File: config.mk
export PLATFORM = sky130hd
export DESIGN_NAME = asp_rx
export DESIGN_NICKNAME = d
export VERILOG_FILES = /design/src/rtl/asp_rx_pkg.sv /design/src/rtl/asp_rx_ctrl.sv /design/src/rtl/asp_rx_dp.sv /design/src/rtl/asp_rx.sv
export SDC_FILE = /design/constraint.sdc
export NUM_CORES = 1
export LEC_CHECK = 0
export ABC_AREA = 1
export CAP_MARGIN = 25
export CORE_MARGIN = 4
export CORE_UTILIZATION = 40
export DETAILED_ROUTE_END_ITERATION = 10
export PLACE_DENSITY = 0.7
export SETUP_SLACK_MARGIN = 0.5
export SLEW_MARGIN = 20
export SYNTH_ARGS = -nofsm -noshare
export SYNTH_HDL_FRONTEND = slang
export SYNTH_SLANG_ARGS = --single-unit
File: constraint.sdc
create_clock -name clk -period 2.3 [get_ports clk]
set_clock_uncertainty 0.2 [all_clocks]
set_input_delay 0.46 -clock clk [delete_from_list [all_inputs] [get_ports clk]]
set_output_delay 0.46 -clock clk [all_outputs]
set_load 0.005 [all_outputs]
File: src/rtl/asp_rx_pkg.sv
package asp_rx_pkg;

  typedef struct packed {
    logic [1:0] lenCode;
    logic       rightJust;
    logic       dataDelay;
    logic       fallEdge;
    logic       invSync;
  } fmt_t;

  typedef struct packed {
    logic       capture;    // active bit-clock edge seen this cycle
    logic       halfStart;  // frame-sync level changed at this capture
    logic       bitIn;      // serial bit taken at this capture
    logic       emitLj;     // left-justified word complete
    logic       emitRj;     // right-justified word of previous half complete
    logic [1:0] lenCode;    // word length of the emitted word
    logic       chanRight;  // channel of the emitted word
  } strobe_t;

  function automatic int unsigned wordBits(input logic [1:0] code);
    case (code)
      2'b00:   return 16;
      2'b01:   return 18;
      2'b10:   return 20;
      default: return 24;
    endcase
  endfunction

  function automatic fmt_t strapFmt(input logic [1:0] sel);
    fmt_t f;
    f = '0;
    case (sel)
      2'b00: f.lenCode = 2'b11;
      2'b01: begin f.lenCode = 2'b11; f.dataDelay = 1'b1; f.invSync = 1'b1; end
      2'b10: begin f.lenCode = 2'b11; f.rightJust = 1'b1; end
      default: begin f.lenCode = 2'b00; f.rightJust = 1'b1; end
    endcase
    return f;
  endfunction

endpackage

File: src/rtl/asp_rx_ctrl.sv
module asp_rx_ctrl
  import asp_rx_pkg::*;
#(
  parameter int CNT_W = 6
) (
  input  logic    clk,
  input  logic    rstN,
  input  logic    sclkPin,
  input  logic    syncPin,
  input  logic    dataPin,
  input  fmt_t    newFmt,
  output strobe_t strb,
  output fmt_t    activeFmt,
  output logic    halfValid
);

  logic sclkQ, syncQ, dataQ, sclkPrev;
  logic primed, syncPrevCap;
  logic [CNT_W-1:0] bitCnt;
  logic [CNT_W-1:0] ljLast;
  logic capEdge, syncChange;

  // one register stage on the serial lines, then edge detection
  always_ff @(posedge clk) begin
    if (!rstN) begin
      sclkQ    <= 1'b0;
      syncQ    <= 1'b0;
      dataQ    <= 1'b0;
      sclkPrev <= 1'b0;
    end else begin
      sclkQ    <= sclkPin;
      syncQ    <= syncPin;
      dataQ    <= dataPin;
      sclkPrev <= sclkQ;
    end
  end

  assign capEdge    = activeFmt.fallEdge ? (sclkPrev & ~sclkQ) : (~sclkPrev & sclkQ);
  assign syncChange = capEdge & primed & (syncQ != syncPrevCap);
  assign ljLast     = CNT_W'(wordBits(activeFmt.lenCode)) + CNT_W'(activeFmt.dataDelay) - CNT_W'(1);

  always_comb begin
    strb.capture   = capEdge;
    strb.halfStart = syncChange;
    strb.bitIn     = dataQ;
    strb.emitLj    = capEdge & halfValid & ~syncChange & ~activeFmt.rightJust & (bitCnt == ljLast);
    strb.emitRj    = syncChange & halfValid & activeFmt.rightJust;
    strb.lenCode   = activeFmt.lenCode;
    strb.chanRight = ~(syncPrevCap ^ activeFmt.invSync);
  end

  always_ff @(posedge clk) begin
    if (!rstN) begin
      primed      <= 1'b0;
      syncPrevCap <= 1'b0;
      bitCnt      <= '0;
      halfValid   <= 1'b0;
    end else if (capEdge) begin
      primed      <= 1'b1;
      syncPrevCap <= syncQ;
      if (syncChange) begin
        bitCnt    <= CNT_W'(1);
        halfValid <= 1'b1;
      end else if (bitCnt != '1) begin
        bitCnt <= bitCnt + CNT_W'(1);
      end
    end
  end

  // format follows the inputs until framing is found, then loads per half-frame
  always_ff @(posedge clk) begin
    if (!rstN) begin
      activeFmt <= '0;
    end else if (!halfValid || syncChange) begin
      activeFmt <= newFmt;
    end
  end

endmodule

File: src/rtl/asp_rx_dp.sv
module asp_rx_dp
  import asp_rx_pkg::*;
#(
  parameter int DATA_W = 24
) (
  input  logic              clk,
  input  logic              rstN,
  input  strobe_t           strb,
  output logic              sampleValid,
  output logic [DATA_W-1:0] sampleData,
  output logic              sampleRight,
  output logic [1:0]        outLenCode
);

  localparam int IDX_W = $clog2(DATA_W);
  localparam int LEN_W = IDX_W + 1;

  logic [DATA_W-1:0] shiftReg;
  logic [DATA_W-1:0] word;
  logic [DATA_W-1:0] extWord;
  logic [LEN_W-1:0]  lenBits;
  logic [IDX_W-1:0]  msbIdx;
  logic              msb;

  always_ff @(posedge clk) begin
    if (!rstN) begin
      shiftReg <= '0;
    end else if (strb.capture) begin
      if (strb.halfStart) shiftReg <= {{(DATA_W-1){1'b0}}, strb.bitIn};
      else                shiftReg <= {shiftReg[DATA_W-2:0], strb.bitIn};
    end
  end

  assign word    = strb.emitRj ? shiftReg : {shiftReg[DATA_W-2:0], strb.bitIn};
  assign lenBits = LEN_W'(wordBits(strb.lenCode));
  assign msbIdx  = IDX_W'(wordBits(strb.lenCode) - 1);
  assign msb     = word[msbIdx];

  for (genvar i = 0; i < DATA_W; i++) begin : g_ext
    assign extWord[i] = (LEN_W'(i) < lenBits) ? word[i] : msb;
  end

  always_ff @(posedge clk) begin
    if (!rstN) begin
      sampleValid <= 1'b0;
      sampleData  <= '0;
      sampleRight <= 1'b0;
      outLenCode  <= '0;
    end else begin
      sampleValid <= strb.emitLj | strb.emitRj;
      if (strb.emitLj | strb.emitRj) begin
        sampleData  <= extWord;
        sampleRight <= strb.chanRight;
        outLenCode  <= strb.lenCode;
      end
    end
  end

endmodule

File: src/rtl/asp_rx.sv
module asp_rx
  import asp_rx_pkg::*;
#(
  parameter int DATA_W = 24,
  parameter int CNT_W  = 6
) (
  input  logic              clk,
  input  logic              rstN,
  input  logic              sclk,
  input  logic              syncIn,
  input  logic              sdata,
  input  logic              regMode,
  input  logic [1:0]        strapSel,
  input  logic [1:0]        cfgWordLen,
  input  logic              cfgRightJust,
  input  logic              cfgDelay,
  input  logic              cfgFallEdge,
  input  logic              cfgInvSync,
  output logic              sampleValid,
  output logic [DATA_W-1:0] sampleData,
  output logic              sampleRight
);

  fmt_t    regFmt, newFmt, activeFmt;
  strobe_t strb;
  logic    halfValid;
  logic [1:0] outLenCode;

  always_comb begin
    regFmt.lenCode   = cfgWordLen;
    regFmt.rightJust = cfgRightJust;
    regFmt.dataDelay = cfgDelay;
    regFmt.fallEdge  = cfgFallEdge;
    regFmt.invSync   = cfgInvSync;
    newFmt = regMode ? regFmt : strapFmt(strapSel);
  end

  asp_rx_ctrl #(.CNT_W(CNT_W)) u_ctrl (
    .clk       (clk),
    .rstN      (rstN),
    .sclkPin   (sclk),
    .syncPin   (syncIn),
    .dataPin   (sdata),
    .newFmt    (newFmt),
    .strb      (strb),
    .activeFmt (activeFmt),
    .halfValid (halfValid)
  );

  asp_rx_dp #(.DATA_W(DATA_W)) u_dp (
    .clk         (clk),
    .rstN        (rstN),
    .strb        (strb),
    .sampleValid (sampleValid),
    .sampleData  (sampleData),
    .sampleRight (sampleRight),
    .outLenCode  (outLenCode)
  );

endmodule

* Word-level counts from Yosys, hierarchy flattened
Cells that the tools add are included.
** Cells by class
- Add/subtract/negate cells :: 4
- $lt $le $gt $ge :: 25
- Eq/ne operators :: 7
- Mux-type cells :: 36
- Bitwise gates (word level) :: 17
- Reduce and logical (&&, ||, !) cells :: 9
** Operator list (number)
- $mux 24 :: 2
- $lt 4x5->1 const A :: 8
- $lt 5x5->1 const A :: 8
- $mux 1 :: 28
- $lt 3x5->1 const A :: 4
- $mux 6 :: 3
- $pmux 4 s3 :: 1
- $and 1x1->1 :: 10
- $lt 1x5->1 const A :: 2
- $lt 2x5->1 const A :: 2
- $add 6x1->6 :: 1
- $add 6x1->6 const B :: 1
- $eq 6x6->1 :: 1
- $lt 5x6->1 const B :: 1
- $ne 6x6->1 const B :: 1
- $sub 6x1->6 const B :: 1
- $bmux 1 s5 :: 1
- $not 1->1 :: 5
- $sub 5x1->5 const B :: 1
- $eq 2x1->1 const B :: 2
- $eq 2x2->1 const B :: 2
- $logic_not 2->1 :: 2
- $reduce_and 2->1 :: 2
- $reduce_or 3->1 :: 1
- other kinds (8) :: 8
** Storage, ports and cells
- Register bits after elaboration :: 69
- Input port bits :: 14
- Output and inout port bits :: 26
- Logic and storage cells :: 115

* Longest topological paths before layout
Gate-level depths: netlist (run 1).
- Word-level depth :: 11
- Depth in mapped cells :: 14
- Depth with buffers taken out :: 14

* Modules after synthesis
Synthesis (run 1) repeated with hierarchy kept, for this count alone.
** Second synthesis, totals
- Cell total of the unflattened synthesis :: 504
- Area, all modules :: 3535.9 um^2
** By module, submodules not included
- asp_rx_dp :: times used 1, cells each 312, area an instance 2274.7 um^2
- asp_rx_ctrl :: times used 1, cells each 175, area an instance 1197.4 um^2
- asp_rx :: times used 1, cells each 17, area an instance 63.8 um^2

* Worst setup path after synthesis (run 1)
OpenSTA, ideal clock, no wires.
- Path type :: register to register
- From :: reg u_ctrl.activeFmt[5] (netlist name)
- To :: reg u_dp.sampleData[10]
- Setup time :: 0.123 ns
- Data arrival time :: 1.965 ns
- Data required time :: 1.977 ns
- Slack :: 0.012 ns
- Stages on the path, launching flop included :: 13
- Buffers on the path :: 2
- Clock period less this slack :: 2.288 ns
- Cells stage by stage :: dfxtp_1 > inv_1 > ha_1 > inv_1 > ha_1 > nand2_1 > nand3_1 > nor4_1 > nand3_2 > nand2_2 > buf_4 > buf_4 > a31oi_1
** On the way
- Longest elaborated chain between the ends :: 7
- Elaborated cells on any way between the ends :: 14
** Ends and longest elaborated chain
- $eq 2x2->1, or another cell as far along :: RTL line asp_rx_pkg.sv:22 : case (code)
- $pmux 4 s3 * :: RTL line asp_rx_pkg.sv:22
- $add 6x1->6 :: RTL line asp_rx_ctrl.sv:40 : assign ljLast = CNT_W'(wordBits(activeFmt.lenCode)) + CNT_W'(activeFmt.dataDelay) - CNT_W'(1);
- $sub 6x1->6 :: RTL line asp_rx_ctrl.sv:40
- $eq 6x6->1 :: RTL line asp_rx_ctrl.sv:46 : strb.emitLj = capEdge & halfValid & ~syncChange & ~activeFmt.rightJust & (bitCnt == ljLast);
- $and 1x1->1 :: RTL line asp_rx_ctrl.sv:46
- $or 1x1->1 :: RTL line asp_rx_dp.sv:51 : if (strb.emitLj | strb.emitRj) begin
- to (signal assigned) :: RTL line asp_rx_dp.sv:52 : sampleData <= extWord;
- to (decl) :: RTL line asp_rx_dp.sv:10 : output logic [DATA_W-1:0] sampleData,
Every way passes the cells marked *; elsewhere a longest branch is shown, timed or not. The select of a mux whose other input is x is not followed.
A chain may end at the register's enable or synchronous reset.

* Worst setup path in the final report (run 1)
- From :: reg u_ctrl.activeFmt[5] (netlist name)
- To :: reg u_dp.sampleData[13]
** On the way
- Longest elaborated chain between the ends :: 7
- Elaborated cells on any way between the ends :: 14
** Ends and longest elaborated chain (RTL line)
- $eq 2x2->1, or another cell as far along :: asp_rx_pkg.sv:22
- $pmux 4 s3 * :: asp_rx_pkg.sv:22
- $add 6x1->6 :: asp_rx_ctrl.sv:40
- $sub 6x1->6 :: asp_rx_ctrl.sv:40
- $eq 6x6->1 :: asp_rx_ctrl.sv:46
- $and 1x1->1 :: asp_rx_ctrl.sv:46
- $or 1x1->1 :: asp_rx_dp.sv:51
Marked as above.

==> results.json, run 1 <==
{
  "setup_tns_ps": 0,
  "drt-initial-drc-count": 138,
  "slew_viol_final": 0,
  "rr_startpoint": "u_ctrl.activeFmt[5]",
  "post_drt_wl_per_cell_um": 14.9,
  "drive_gt1_share_pct": 27.3,
  "max_clock_freq_mhz": 448,
  "synth_top_cell_area_share_pct": 43.5,
  "async_reset_ff_share_pct": 0,
  "fillers": 674,
  "synth_area_mm2": 0.00318,
  "worst-r2r-cell-count": 13,
  "setup_violations": 0,
  "syn_area_per_cell_um2": 7.44,
  "synth_nets": 448,
  "setup_slack_ps": 66.4,
  "netlist_top_cells_count": "dfxtp_1, nand2_1, nor2_1, inv_1, o21ai_0",
  "cap_violations": 0,
  "crit_type": "reg -> reg",
  "track_usage_pct": 18.1,
  "cts_inserted_buffers": 9,
  "cp.buffers_inverters": 4,
  "slew_headroom_pct": 77.4,
  "grt_pass1_vias": 3003,
  "worstSetupPathDepth": 13,
  "antenna_found_initial": 0,
  "cts_tree": "done",
  "start_util_pct": 41.1,
  "synth_largest_area_cell": "dfxtp_1",
  "hold_class": "reg -> reg",
  "p_leak_nw": 1.92,
  "layout.nets": 523,
  "fin_cells": 608,
  "synth_most_common_cell": "dfxtp_1",
  "clk_pin_slew_worst_paths_ps": 80,
  "cp.required_ps": 2360,
  "fin_area_mm2": 0.00459,
  "area_delta_synth_final_pct": 44.5,
  "r2r_end": "u_dp.sampleData[13]",
  "hold-worst-slack_ps": 244,
  "rsz0062_at_grt": "true",
  "portBuffers": 39,
  "period_minus_slack_ps": 2230,
  "cts_hold_buffers": 0,
  "placed_cells": 566,
  "ys_seq_area_share_pct": 43.5,
  "antenna_cells": 0,
  "peakVddDrop_uv": 335,
  "cp_cell_sequence": "inv_4 -> ha_4 -> inv_4 -> ha_4 -> xnor2_2 -> nor2_1 -> nor3_2 -> nand3_2 -> nand2_4 -> buf_12 -> buf_12 -> o21ai_1 -> a31oi_1",
  "wirelength_um": 9050,
  "min_period_over_period_pct": 97.1,
  "netlist_top_cells_area": "dfxtp_1, nand2_1, nor2_1, o21ai_0, a211oi_1",
  "ys_ff_latch": 69,
  "worstSetupStartpoint": "u_ctrl.activeFmt[5]",
  "ys.flop_type": "dfxtp_1",
  "drt-pass1-iter-count": 5,
  "cts_buffer_depth": 2,
  "cts_htree_levels": 3,
  "cts_root_buf": "clkbuf_8",
  "drc": 0,
  "switching_share_pct": 29.3,
  "crit_slowest_cell": "dfxtp_4",
  "fp.dieH_um": 97.1,
  "synth_cells": 427,
  "yosysWarnings": 0,
  "critPathMaxStageDelay_ps": 370,
  "tightest_slew_ps": 339,
  "clock_sinks": 69,
  "dieArea_mm2": 0.00943,
  "die-width_um": 97.1,
  "crit_path_max_fanout": 9,
  "worstPathArrival_ps": 2300,
  "via_count": 3208,
  "status": "completed",
  "pwr-share-comb_pct": 17.3,
  "post-place-ws_ps": -97.9,
  "ys_types": 30,
  "startpoint_type": "register",
  "cellPowerDensity_mw_per_mm2": 602,
  "grt_pass1_wl_um": 13900,
  "hold_viol": 0,
  "synth_edf_count": 0,
  "vias_per_cell": 5.28,
  "crit_family": "simple AND/OR/NAND/NOR gates",
  "num_rows": 32,
  "clock_power_share_pct": 34.8,
  "fp.coreArea_mm2": 0.00773,
  "seq_power_share_pct": 48.0,
  "p_int_mw": 1.96,
  "crit_end": "u_dp.sampleData[13]",
  "rrSetupSlack_ps": 70,
  "postPlaceCellArea_mm2": 0.00379,
  "grt_start_max_net_pins": 35,
  "clk_latency_ps": 350,
  "place_congestion": 0.837,
  "grt-ovfl-total": 0,
  "critical_path.endpoint_type": "register",
  "power.switching_mw": 0.809,
  "ioPinCount": 40,
  "final_antenna_net_count": 0,
  "place.detailed.hpwl_um": 5600
}
[metal layers]
metal	part of all wire [%]	vias up	GRT usage, %	wire length, um
met5	0	-	0	0
met4	3.1	0	9.29	284
met3	4.6	24	4.59	412
met2	51	76	30.3	4640
met1	41	1520	21.3	3710
li1	-	1588	-	-
[final cells by class]
type / count / area (um^2) / share of cell area [%]
Clock buffer: 9 / 124 / 2.70
Clock inverter: 6 / 65.1 / 1.42
Inverter: 51 / 213 / 4.63
Multi-Input combinational cell: 288 / 1780 / 38.7
Sequential cell: 69 / 1410 / 30.6
Tap cell: 102 / 128 / 2.78
Timing Repair Buffer: 83 / 881 / 19.2
[tightest hold or removal path: cells and delay by family (launching register included)]
family                 cells  cell delay [ps]
buffers and inverters      1               30
and+or+nand+nor            1               50
DFF                        1              330
[layout by cell type (no fill, tap or decap), types with 3 or more instances in the layout]
cell,synthesis,final
nand3_2,2,3
clkdlybuf4s50_1,0,13
buf_12,0,7
inv_2,4,7
nand2_1,66,61
inv_4,0,5
dlygate4sd2_1,0,25
nand2_2,4,6
dfxtp_1,69,56
ha_4,0,4
buf_16,0,3
a31oi_1,20,18
a21oi_1,18,14
inv_1,45,36
nand2_4,1,4
nor2_1,58,50
nand3_1,27,25
buf_4,5,24
nor3_1,5,3
xnor2_1,4,3
a211oi_2,0,6
a211oi_1,26,20
o21ai_2,0,4
o21ai_1,2,13
nor2_2,0,4
a21oi_2,1,4
dfxtp_2,0,10
clkbuf_8,0,9
buf_6,2,9
dfxtp_4,0,3
o21ai_0,39,24
nor2_4,2,6
nor3_2,1,3
[state kept, by name (all words and copies together) (netlist names)]
register,count
u_ctrl.syncQ,1
u_ctrl.dataQ,1
u_ctrl.sclkPrev,1
u_ctrl.primed,1
u_ctrl.activeFmt,6
u_ctrl.sclkQ,1
u_ctrl.bitCnt,6
u_dp.sampleValid,1
u_dp.sampleData,24
u_dp.sampleRight,1
u_ctrl.halfValid,1
u_dp.shiftReg,24
u_ctrl.syncPrevCap,1
[worst min-delay path by stage]
stage / start / to / slack [ps] / cells after the start
detailed placement: u_ctrl.sclkQ / u_ctrl.sclkPrev / 240 / 2
floorplan: u_ctrl.sclkQ / u_ctrl.sclkPrev / 220 / 2
global placement: u_ctrl.sclkQ / u_ctrl.sclkPrev / 230 / 2
global route: u_ctrl.sclkQ / u_ctrl.sclkPrev / 270 / 2
finish: u_ctrl.sclkQ / u_ctrl.sclkPrev / 240 / 2
CTS: u_ctrl.sclkQ / u_ctrl.sclkPrev / 250 / 2
[per-stage QoR]
step,power [mW],utilization [%]
4_1_cts,2.71,55.8
6_report,2.76,59.4
2_1_floorplan,1.60,-
5_1_grt,2.90,59.4
3_3_place_gp,1.71,49.1
3_5_place_dp,1.72,49.1
[cells by family after synthesis]
group | Yosys count | share of synthesized area, %
adder cells (fa/ha/maj) | 7 | 2.76
AND/OR/NAND/NOR | 169 | 23.1
AO/OA/AOI/OAI | 108 | 20.0
flip-flops | 69 | 43.5
XOR/XNOR | 4 | 1.10
buffers and inverters | 70 | 9.49
[timing repair]
action / CTS / global route
resized for setup: 71 / 62
cloned: 3 / 0
endpoints found under the setup margin: 65 / 56
setup buffers: 13 / 11
pin swaps: 11 / 7
endpoints found under the hold margin: 0 / 0
[power by group through the flow]
stage	Combinational [mW]	Clock [mW]	Sequential, mW
after CTS	0.414	0.981	1.32
final	0.477	0.961	1.33
after global placement	0.371	0	1.34
after floorplan	0.272	0	1.32
after detailed placement	0.380	0	1.34
after global routing	0.526	1.04	1.33
(Power assumes the default switching activity.)
==> run 2: changes to the inputs <==
--- a/config.mk
+++ b/config.mk
@@ -10,7 +10,6 @@
 export CORE_MARGIN = 4
 export CORE_UTILIZATION = 40
 export DETAILED_ROUTE_END_ITERATION = 10
-export PLACE_DENSITY = 0.7
 export SETUP_SLACK_MARGIN = 0.5
 export SLEW_MARGIN = 20
 export SYNTH_ARGS = -nofsm -noshare
==> run 2 against run 1 <==
Effect of this change:
- flip-flop and latch count unchanged
- critical path depth up 1
- core utilization down 1.6 points
- worst setup slack about the same
- sequential share of layout area up 0.89 points
- combinational power down 5.7%
- total power up 5.2%
- sequential power about the same
- design area down 2.7%
- hold slack worse by 2.5 ps
- global-route usage down 0.21 points
- register-to-register slack about the same
- critical path type unchanged
- highest routed layer unchanged
==> results.json, run 2 (synthesis results as in run 1) <==
{
  "status": "completed",
  "hold_viol": 0,
  "drive_gt1_share_pct": 23.7,
  "antenna_found_initial": 0,
  "place.detailed.hpwl_um": 5400,
  "grt-ovfl-total": 0,
  "die-width_um": 97.1,
  "vias_per_cell": 5.19,
  "fp.coreArea_mm2": 0.00773,
  "crit_path_max_fanout": 8,
  "min_period_over_period_pct": 97.1,
  "max_clock_freq_mhz": 448,
  "worst-r2r-cell-count": 14,
  "wirelength_um": 8430,
  "cp.required_ps": 2370,
  "clock_sinks": 69,
  "cts_htree_levels": 3,
  "slew_headroom_pct": 77.3,
  "holdPathStages": 2,
  "hold_class": "reg -> reg",
  "slew_viol_final": 0,
  "grt_start_max_net_pins": 35,
  "track_usage_pct": 17.9,
  "cap_violations": 0,
  "critPathMaxStageDelay_ps": 370,
  "area_delta_synth_final_pct": 40.6,
  "clk_pin_slew_worst_paths_ps": 80,
  "fin_area_mm2": 0.00447,
  "period_minus_slack_ps": 2230,
  "final_antenna_net_count": 0,
  "dieArea_mm2": 0.00943,
  "grt_pass1_vias": 2940,
  "drc": 0,
  "startpoint_type": "register",
  "cts_hold_buffers": 0,
  "crit_type": "reg -> reg",
  "antenna_cells": 0,
  "via_count": 3116,
  "top_regs": "u_dp.sampleData x24, u_dp.shiftReg x24",
  "num_rows": 32,
  "layout.nets": 514,
  "p_leak_nw": 1.89,
  "setup_violations": 0,
  "setup_tns_ps": 0,
  "portBuffers": 39,
  "post_drt_wl_per_cell_um": 14.1,
  "start_util_pct": 41.1,
  "cp_cell_sequence": "inv_4 -> ha_4 -> inv_4 -> ha_4 -> xnor2_2 -> nand2_1 -> o21ai_1 -> nor3_2 -> nand3_2 -> nand2_4 -> buf_12 -> clkbuf_16 -> o21ai_0 -> a21oi_1",
  "peakVddDrop_uv": 356,
  "drt-initial-drc-count": 90,
  "place_congestion": 0.806,
  "cts_inserted_buffers": 9,
  "cts_tree": "done",
  "clk_latency_ps": 340,
  "cts_buffer_depth": 2,
  "crit_slowest_cell": "dfxtp_4",
  "ioPinCount": 40,
  "fp.dieH_um": 97.1,
  "final_cell_mix": "nand2_1, dfxtp_1, nor2_1",
  "cts_root_buf": "clkbuf_8",
  "grt_pass1_wl_um": 13900,
  "tightest_slew_ps": 338,
  "drt-pass1-iter-count": 4,
  "cellPowerDensity_mw_per_mm2": 651,
  "postPlaceCellArea_mm2": 0.00379,
  "worstPathArrival_ps": 2300,
  "rsz0062_at_grt": "true",
  "critical_path.endpoint_type": "register",
  "fin_util_pct": 57.8,
  "layout_commonest_cell": "nand2_1"
}
-- run 2: stage by stage --
step	cells	power, mW	hold slack (ps)	worst slack, ps
final	600	2.91	242	66.2
after global routing	600	3.05	268	-18.9
after global placement	566	1.72	233	124
after detailed placement	566	1.72	236	50.0
after CTS	593	2.89	248	89.8
after floorplan	427	1.60	220	243
-- run 2: path summary, 6_finish.rpt --
path | from | endpoint | slack (ps)
hold reg to reg | u_ctrl.sclkQ | u_ctrl.sclkPrev | 240
setup / recovery | u_ctrl.activeFmt[5] | u_dp.sampleData[18] | 70
setup reg to reg | u_ctrl.activeFmt[5] | u_dp.sampleData[18] | 70
hold / removal | u_ctrl.sclkQ | u_ctrl.sclkPrev | 240
-- run 2: layout make-up --
cell class	instances	area (um^2)
Sequential cell	69	1410
Multi-Input combinational cell	288	1670
Fill cell	694	3260
Inverter	51	201
Tap cell	102	128
Timing Repair Buffer	74	831
Clock buffer	10	138
Clock inverter	6	93.8
-- run 2: critical path: cells and delay by family (launching register included) --
family / cells / cell delay [ps]
simple gates: 4 / 490
xor+xnor: 1 / 140
fa+ha+maj: 2 / 300
flops: 1 / 370
compound gates: 3 / 280
buf+inv: 4 / 400
-- run 2: repair_timing --
item	CTS	global route
pin swaps	9	14
gates cloned	3	2
buffers inserted	8	5
gates resized for setup	60	53
setup endpoints to repair	65	57
-- run 2: layer usage --
layer  vias up  GRT usage (%)  wire length [um]
li1       1567              -                 -
met1      1449           22.3              3810
met2        78           30.4              4060
met3        22           3.23               346
met4         0           7.34               217
met5         -              0                 0
-- run 2: report_power, final --
group	internal (mW)	switching (mW)	total [mW]
logic	0.191	0.260	0.450
registers	1.26	0.0582	1.32
clock network	0.650	0.491	1.14
